[config.mk]
export PLATFORM = sky130hd
export DESIGN_NAME = irq_ctrl_reg
export DESIGN_NICKNAME = d
export VERILOG_FILES = /design/src/rtl/irq_ctrl_pkg.sv /design/src/rtl/irq_sync.sv /design/src/rtl/irq_ctrl_decode.sv /design/src/rtl/irq_ctrl_datapath.sv /design/src/rtl/irq_ctrl_reg.sv
export SDC_FILE = /design/constraint.sdc
export NUM_CORES = 1
export LEC_CHECK = 0
export BUFFER_PORTS_ARGS = -buffer_cell sky130_fd_sc_hd__buf_2
export CORE_MARGIN = 5
export CORE_UTILIZATION = 40
export DETAILED_ROUTE_END_ITERATION = 8
export PLACE_DENSITY_LB_ADDON = 0.2
export SLEW_MARGIN = 20
export SYNTH_ARGS = -nofsm -noshare
export SYNTH_HDL_FRONTEND = slang
export SYNTH_SLANG_ARGS = --single-unit
[constraint.sdc]
create_clock -name clk -period 1.4 [get_ports clk]
set_input_delay 0.28 -clock clk [delete_from_list [all_inputs] [get_ports clk]]
set_output_delay 0.28 -clock clk [all_outputs]
set_load 0.05 [all_outputs]
[src/rtl/irq_ctrl_pkg.sv]
package irq_ctrl_pkg;
  localparam int DATA_W = 8;
  localparam int ADDR_W = 2;
  localparam int PIN_W = 6;

  localparam logic [ADDR_W-1:0] ADDR_CTRL = 2'd0;
  localparam logic [ADDR_W-1:0] ADDR_MASK = 2'd1;
  localparam logic [ADDR_W-1:0] ADDR_PORT = 2'd2;

  // bit positions in the control register
  localparam int BIT_GEN = 7;
  localparam int BIT_PEN = 6;
  localparam int BIT_TEN = 5;
  localparam int BIT_XEN = 4;
  localparam int BIT_CEN = 3;
  localparam int BIT_TFL = 2;
  localparam int BIT_XFL = 1;
  localparam int BIT_CFL = 0;
  localparam int NUM_FLAGS = 3;

  typedef struct packed {
    logic wrCtrl;
    logic wrMask;
    logic rdPort;
  } strobes_t;
endpackage

[src/rtl/irq_sync.sv]
module irq_sync #(
  parameter int W = 1,
  parameter int STAGES = 2
) (
  input  logic         clk,
  input  logic         rstN,
  input  logic [W-1:0] din,
  output logic [W-1:0] dout
);
  logic [W-1:0] stageQ [STAGES];

  for (genvar s = 0; s < STAGES; s++) begin : g_stage
    if (s == 0) begin : g_first
      always_ff @(posedge clk or negedge rstN) begin
        if (!rstN) stageQ[s] <= '0;
        else       stageQ[s] <= din;
      end
    end else begin : g_next
      always_ff @(posedge clk or negedge rstN) begin
        if (!rstN) stageQ[s] <= '0;
        else       stageQ[s] <= stageQ[s-1];
      end
    end
  end

  assign dout = stageQ[STAGES-1];
endmodule

[src/rtl/irq_ctrl_decode.sv]
module irq_ctrl_decode
  import irq_ctrl_pkg::*;
(
  input  logic              regWrEn,
  input  logic              regRdEn,
  input  logic [ADDR_W-1:0] regAddr,
  output strobes_t          strb
);
  always_comb begin
    strb.wrCtrl = regWrEn && (regAddr == ADDR_CTRL);
    strb.wrMask = regWrEn && (regAddr == ADDR_MASK);
    strb.rdPort = regRdEn && (regAddr == ADDR_PORT);
  end
endmodule

[src/rtl/irq_ctrl_datapath.sv]
module irq_ctrl_datapath
  import irq_ctrl_pkg::*;
#(
  parameter int SYNC_STAGES = 2
) (
  input  logic              clk,
  input  logic              rstN,
  input  strobes_t          strb,
  input  logic [ADDR_W-1:0] regAddr,
  input  logic [DATA_W-1:0] regWrData,
  input  logic              tmrOverflow,
  input  logic              extPin,
  input  logic [PIN_W-1:0]  ioPins,
  input  logic              periphIrq,
  output logic [DATA_W-1:0] regRdData,
  output logic [DATA_W-1:0] ctrlQ,
  output logic              irqOut
);
  localparam int PAD_W = DATA_W - PIN_W;

  logic [PIN_W-1:0]     maskQ;
  logic [PIN_W-1:0]     snapQ;
  logic [PIN_W-1:0]     pinSync;
  logic                 extSync;
  logic                 extPrevQ;
  logic                 extRise;
  logic                 pinChange;
  logic [NUM_FLAGS-1:0] setFlags;
  logic [DATA_W-1:0]    ctrlNext;

  irq_sync #(.W(PIN_W), .STAGES(SYNC_STAGES)) u_pinSync (
    .clk(clk), .rstN(rstN), .din(ioPins), .dout(pinSync)
  );

  irq_sync #(.W(1), .STAGES(SYNC_STAGES)) u_extSync (
    .clk(clk), .rstN(rstN), .din(extPin), .dout(extSync)
  );

  always_ff @(posedge clk or negedge rstN) begin
    if (!rstN) extPrevQ <= 1'b0;
    else       extPrevQ <= extSync;
  end

  assign extRise   = extSync & ~extPrevQ;
  assign pinChange = |((pinSync ^ snapQ) & maskQ);
  assign setFlags  = {tmrOverflow, extRise, pinChange};

  always_ff @(posedge clk or negedge rstN) begin
    if (!rstN) snapQ <= '0;
    else if (strb.rdPort) snapQ <= pinSync;
  end

  always_ff @(posedge clk or negedge rstN) begin
    if (!rstN) maskQ <= '0;
    else if (strb.wrMask) maskQ <= regWrData[PIN_W-1:0];
  end

  always_comb begin
    ctrlNext = strb.wrCtrl ? regWrData : ctrlQ;
    ctrlNext[NUM_FLAGS-1:0] = ctrlNext[NUM_FLAGS-1:0] | setFlags;
  end

  always_ff @(posedge clk or negedge rstN) begin
    if (!rstN) ctrlQ <= '0;
    else       ctrlQ <= ctrlNext;
  end

  always_comb begin
    unique case (regAddr)
      ADDR_CTRL: regRdData = ctrlQ;
      ADDR_MASK: regRdData = {{PAD_W{1'b0}}, maskQ};
      ADDR_PORT: regRdData = {{PAD_W{1'b0}}, pinSync};
      default:   regRdData = '0;
    endcase
  end

  assign irqOut = ctrlQ[BIT_GEN] &
                  ((ctrlQ[BIT_TEN] & ctrlQ[BIT_TFL]) |
                   (ctrlQ[BIT_XEN] & ctrlQ[BIT_XFL]) |
                   (ctrlQ[BIT_CEN] & ctrlQ[BIT_CFL]) |
                   (ctrlQ[BIT_PEN] & periphIrq));
endmodule

[src/rtl/irq_ctrl_reg.sv]
module irq_ctrl_reg
  import irq_ctrl_pkg::*;
#(
  parameter int SYNC_STAGES = 2
) (
  input  logic              clk,
  input  logic              rstN,
  input  logic              regWrEn,
  input  logic              regRdEn,
  input  logic [ADDR_W-1:0] regAddr,
  input  logic [DATA_W-1:0] regWrData,
  output logic [DATA_W-1:0] regRdData,
  input  logic              tmrOverflow,
  input  logic              extPin,
  input  logic [PIN_W-1:0]  ioPins,
  input  logic              periphIrq,
  output logic              irqOut
);
  strobes_t          strb;
  logic [DATA_W-1:0] ctrlQ;

  irq_ctrl_decode u_decode (
    .regWrEn(regWrEn), .regRdEn(regRdEn), .regAddr(regAddr), .strb(strb)
  );

  irq_ctrl_datapath #(.SYNC_STAGES(SYNC_STAGES)) u_datapath (
    .clk(clk), .rstN(rstN), .strb(strb), .regAddr(regAddr),
    .regWrData(regWrData), .tmrOverflow(tmrOverflow), .extPin(extPin),
    .ioPins(ioPins), .periphIrq(periphIrq), .regRdData(regRdData),
    .ctrlQ(ctrlQ), .irqOut(irqOut)
  );
endmodule

; ---- Word level (Yosys, flattened, before mapping)
; Index checks and enable logic that the tools add are counted.
[op_classes]
n_addsub = 0
multipliers = 0
div_mod_pow = 0
magnitude_cmp = 0
eq_ne = 2
n_shift = 0
muxes = 2
bitwise_logic = 13
reduce_logical = 5
[ops]
columns = cell, count
row1 = case mux 8 bit (3 select lines), 1
row2 = bitwise AND 1 bit, 6
row3 = bitwise AND 6 bit, 1
row4 = OR reduction 6 bit, 1
row5 = bitwise XOR 6 bit, 1
row6 = logical AND 1 bit, 3
row7 = two-way mux 3 bit, 1
row8 = bitwise OR 1 bit, 3
row9 = bitwise OR 3 bit, 1
row10 = "equality test 2 x 1 -> 1 bit, second input constant", 1
row11 = "equality test 2 bit, second input constant", 1
row12 = zero test 2 bit, 1
row13 = inverter 1 bit, 1
[totals]
ff_bits = 35
latch_bits = 0
ram_bits = 0
rom_bits = 0
out_inout_bits = 9
elab_cells = 31
mem_count = 0

; ---- Logic depth before layout (Yosys ltp)
[logic_depth]
ltp_word = 5
ltp_mapped = 6
ltp_nobuf = 4

; ---- By module
; A second synthesis with hierarchy kept.
[hier_totals]
cells_unflattened = 105
hier_area_um2 = 1445.1
[modules_own_cells]
columns = mod, n_inst, cells_each, area_each_um2, seq_area_each_um2
row1 = irq_ctrl_datapath, 1, 82, 1019.7, 525.5
row2 = irq_sync (u_datapath.u_pinSync), 1, 18, 345.3, 300.3
row3 = irq_sync (u_datapath.u_extSync), 1, 2, 50.0, 50.0
row4 = irq_ctrl_decode, 1, 3, 30.0, 0.0

; ---- Worst setup path before layout
; OpenSTA, ideal clock, no wires.
[synth_timing]
path_kind = input to output
start = input regAddr[0]
end = output regRdData[1]
arrival_time_ns = 1.611
t_required_ns = 1.120
path_slack_ns = -0.491
path_stages = 3
n_path_buf = 1
cell_sequence = buf_6 mux2i_1 o21ai_0
[synth_between]
elab_chain_len = 2
word_cells_on_any_way = 4
classes_between = eq/ne: 2 / mux: 1 / reduce/logical: 1
[synth_rtl]
columns = element, line_no
row1 = from (decl), irq_ctrl_reg.sv:10  ; input logic [ADDR_W-1:0] regAddr,
row2 = equality test 2 bit (tied with other cells), irq_ctrl_datapath.sv:69  ; unique case (regAddr)
row3 = case mux 8 bit (3 select lines) *, irq_ctrl_datapath.sv:69
row4 = to (decl), irq_ctrl_reg.sv:12  ; output logic [DATA_W-1:0] regRdData,
; Mark *: on every way between the ends. The rest lies on a longest branch, timed or not.

; ---- Worst setup path in the final report
[layout_timing]
start = register u_datapath.ctrlQ[1]
end = output irqOut
[layout_between]
elab_chain_len = 5
[layout_rtl]
columns = element, line_no
row1 = from (decl), irq_ctrl_datapath.sv:16  ; output logic [DATA_W-1:0] ctrlQ,
row2 = from (signal assigned), irq_ctrl_datapath.sv:65  ; else ctrlQ <= ctrlNext;
row3 = bitwise AND 1 bit, irq_ctrl_datapath.sv:79  ; (ctrlQ[BIT_XEN] & ctrlQ[BIT_XFL]) |
row4 = bitwise OR 1 bit, irq_ctrl_datapath.sv:78  ; ((ctrlQ[BIT_TEN] & ctrlQ[BIT_TFL]) |
row5 = bitwise OR 1 bit, irq_ctrl_datapath.sv:79
row6 = bitwise OR 1 bit, irq_ctrl_datapath.sv:80  ; (ctrlQ[BIT_CEN] & ctrlQ[BIT_CFL]) |
row7 = bitwise AND 1 bit, irq_ctrl_datapath.sv:77  ; assign irqOut = ctrlQ[BIT_GEN] &
row8 = to (decl), irq_ctrl_reg.sv:17  ; output logic irqOut
; Every way passes these cells.

==> results.sh <==
export IMPL_drtIter0Drc=39
export IMPL_viasPerCell=4.93
export IMPL_drv_slew=0
export IMPL_cellPowerDensity_mw_per_mm2=1260
export IMPL_holdCritPathClass="input port to flip-flop"
export IMPL_antenna_left=0
export IMPL_grt_usage_pct=12.4
export IMPL_ys_warn_count=0
export IMPL_yosys_top_cells_area="dfrtp_1 (61%), mux2_2 (7.8%), mux2_4 (7.3%)"
export IMPL_critPathRequiredTime_ps=1120
export IMPL_postSynth_asyncResetShare_pct=100
export IMPL_skew_ps=4.26
export IMPL_slew_limit_headroom_pct=72.2
export IMPL_power_leakage_uw=0.000894
export IMPL_clk_latency_ps=320
export IMPL_clock_root_buffer="clkbuf_4"
export IMPL_firstDrtPassIters=4
export IMPL_mappedNetlistArea_sq_mm=0.00144
export IMPL_avgSynthCellArea_sq_um=14.7
export IMPL_tightest_slew_ps=417
export IMPL_nFillCells=306
export IMPL_hold_viol_final=0
export IMPL_ys_flop_type="dfrtp_1"
export IMPL_synth_edf_count=0
export IMPL_antenna_found_initial=0
export IMPL_dpl_cell_area_sq_mm=0.00170
export IMPL_regToRegSetupSlack_ps=130
export IMPL_grt_max_degree=19
export IMPL_violations="setup timing"
export IMPL_hold_slack_ps=51.9
export IMPL_io_buffers=31
export IMPL_setup_ws_ps=-77.3
export IMPL_critPathArrivalTime_ps=1200
export IMPL_layout_drive_gt1_share_pct=54.1
export IMPL_grt_overflow=0
export IMPL_synth_most_common_cell="dfrtp_1"
export IMPL_rsz0062_at_grt="true"
export IMPL_drc=0
export IMPL_setup_violations=5
export IMPL_diodes=0
export IMPL_pre_cts_ws_ps=-49.1
export IMPL_gp_routability_congestion=0.710
export IMPL_boundaryPins=32
export IMPL_final_nets=169
export IMPL_synth_top_area_share_pct=60.9
export IMPL_final_area_sq_mm=0.00187
export IMPL_path_buf_inv=1
export IMPL_dr_total_vias=947
export IMPL_end_kind="output port"
export IMPL_dp_hpwl_mm=2.09
export IMPL_worstPathMaxFanout=3
export IMPL_register_area_sq_um=876
export IMPL_status="finished with violations"
export IMPL_numClockSinks=35
export IMPL_fp_row_count=21
export IMPL_fin_cells=192
export IMPL_initial_utilization_pct=42.1
export IMPL_cts_made_buffers=5
export IMPL_die_width_um=70.0
export IMPL_wl_per_cell_um=14.4
export IMPL_final_period_utilization_pct=106
export IMPL_die_y_um=70.0
export IMPL_multi_input_area_sq_um=572
export IMPL_synth_seq_cells=35
export IMPL_synthTopCellsByCount="dfrtp_1 (35), mux2_2 (10), mux2i_1 (8)"
export IMPL_cts_path_max_buffers=2
export IMPL_area_growth_pct=30.4
export IMPL_dp_cells=177
export IMPL_slowest_delay_ps=420
export IMPL_synth_fp_nets=121
export IMPL_cts_tree="done"
export IMPL_critPathKind="flip-flop to output port"
export IMPL_ys_types=22
export IMPL_syn_inst=98
export IMPL_dieArea_sq_mm=0.00489
export IMPL_worst_ir_drop_vdd_v=0.000701
export IMPL_fin_crit_ps=1480
export IMPL_path_cells="a22oi_2 > a21boi_2 > buf_6"
export IMPL_yosys_area_top_type="dfrtp_1"
export IMPL_grt_pass1_wl_mm=4.71
export IMPL_fmax_mhz=677
export IMPL_clk_pin_slew_ps=100
export IMPL_wirelength_mm=2.77
export IMPL_yosysSeqAreaShare_pct=60.9
export IMPL_cp_slowest_cell="dfrtp_1"
export IMPL_cp_top_family="flip-flops"
export IMPL_cp_start_kind="flip-flop"
export IMPL_core_area_sq_mm=0.00342
export IMPL_cts_max_level=2
export IMPL_grt_pass1_vias=1009
export IMPL_maxCapViolations=0
[power by group]
group          leakage, uW  internal [uW]  switching, uW
clock network    0.0000341            232            300
logic             0.000456            317            298
registers         0.000404           1130           88.1
[repair_timing]
item,CTS,global route
hold buffers,1,0
endpoints found under the setup margin,7,8
hold endpoints to repair,17,0
pin swaps,2,0
gates resized for setup,17,2
buffers inserted,4,3
[cell families (layout without fill, tap and decap cells)]
group | count (synthesis) | count (layout) | synth area share (%)
muxes | 25 | 25 | 20.7
AOI/OAI and AO/OA | 14 | 14 | 6.35
xor gates and xnor gates | 6 | 6 | 3.66
and+or+nand+nor | 15 | 15 | 6.53
buffers and inverters | 3 | 51 | 1.83
DFF | 35 | 35 | 60.9
[sequential cells by signal (all words and copies together) (netlist names)]
signal	cells
u_datapath.ctrlQ	8
u_datapath.u_extSync.dout	1
u_datapath.extPrevQ	1
u_datapath.u_pinSync.stageQ	6
u_datapath.u_pinSync.dout	6
u_datapath.u_extSync.stageQ	1
u_datapath.snapQ	6
u_datapath.maskQ	6
[layer usage]
metal | track usage (%) | share of wire (%)
met5 | 0 | 0
met4 | 6.38 | 1.5
met3 | 4.30 | 5.8
met2 | 19.3 | 50
met1 | 15.2 | 43
[layout make-up]
class                   instances  share of cell area (%)
flip-flops and latches         35                    46.7
multi-input cells              60                    30.5
repair buffers                 43                    16.5
well taps                      46                    3.07
clock buffers                   6                    2.74
clock inverters                 1                   0.267
inverters                       1                   0.200
[worst register-to-register path: cells and delay by family, from the launching register on]
kind,cells,cell delay (ps)
AO/OA/AOI/OAI,2,450
XOR/XNOR,1,170
flip-flops,1,430
AND/OR/NAND/NOR,1,100
[stage by stage]
stage               util, %  power, uW  TNS (ps)
floorplan                 -       1600         0
global placement       49.7       1740         0
detailed placement     49.7       1760     -63.7
CTS                    54.1       2390      -369
global route           54.9       2510      -687
finish                 54.9       2370      -215
[final timing paths]
| kind | cells after the start | start | endpoint |
|---|---|---|---|
| max | 3 | u_datapath.ctrlQ[1] | irqOut |
| min | 1 | ioPins[0] | u_datapath.u_pinSync.stageQ[6] |
| max reg2reg | 4 | u_datapath.u_pinSync.dout[3] | u_datapath.ctrlQ[0] |
| min reg2reg | 0 | u_datapath.u_pinSync.stageQ[7] | u_datapath.u_pinSync.dout[1] |
| max in group asynchronous | 3 | rstN | u_datapath.ctrlQ[3] |
| min in group asynchronous | 2 | rstN | u_datapath.u_pinSync.stageQ[11] |
[cells in the final DEF, fill, tap and decap left out]
| cell type | netlist | final |
|---|---|---|
| a221oi_1 | 1 | 1 |
| buf_4 | 0 | 12 |
| inv_1 | 1 | 1 |
| nand3_1 | 1 | 1 |
| nand3b_1 | 1 | 1 |
| xor2_1 | 6 | 6 |
| a211o_1 | 1 | 1 |
| o21ai_2 | 0 | 6 |
| o21ai_0 | 7 | 1 |
| buf_6 | 2 | 7 |
| mux2_4 | 7 | 7 |
| nor2b_4 | 1 | 1 |
| buf_12 | 0 | 1 |
| nand2_4 | 1 | 1 |
| and2_4 | 1 | 1 |
| clkinv_2 | 0 | 1 |
| nor2b_1 | 1 | 1 |
| dfrtp_1 | 35 | 35 |
| mux2_2 | 10 | 10 |
| a22oi_2 | 0 | 2 |
| nor2_2 | 1 | 1 |
| a21boi_2 | 0 | 1 |
| nand2_1 | 6 | 6 |
| and2_1 | 2 | 2 |
| mux2i_1 | 8 | 8 |
| a22o_1 | 1 | 1 |
| clkbuf_4 | 0 | 5 |
| a22oi_1 | 3 | 1 |
| clkbuf_8 | 0 | 1 |
| dlygate4sd3_1 | 0 | 1 |
| buf_2 | 0 | 22 |
Note: power is estimated with default switching activity, not from simulation.
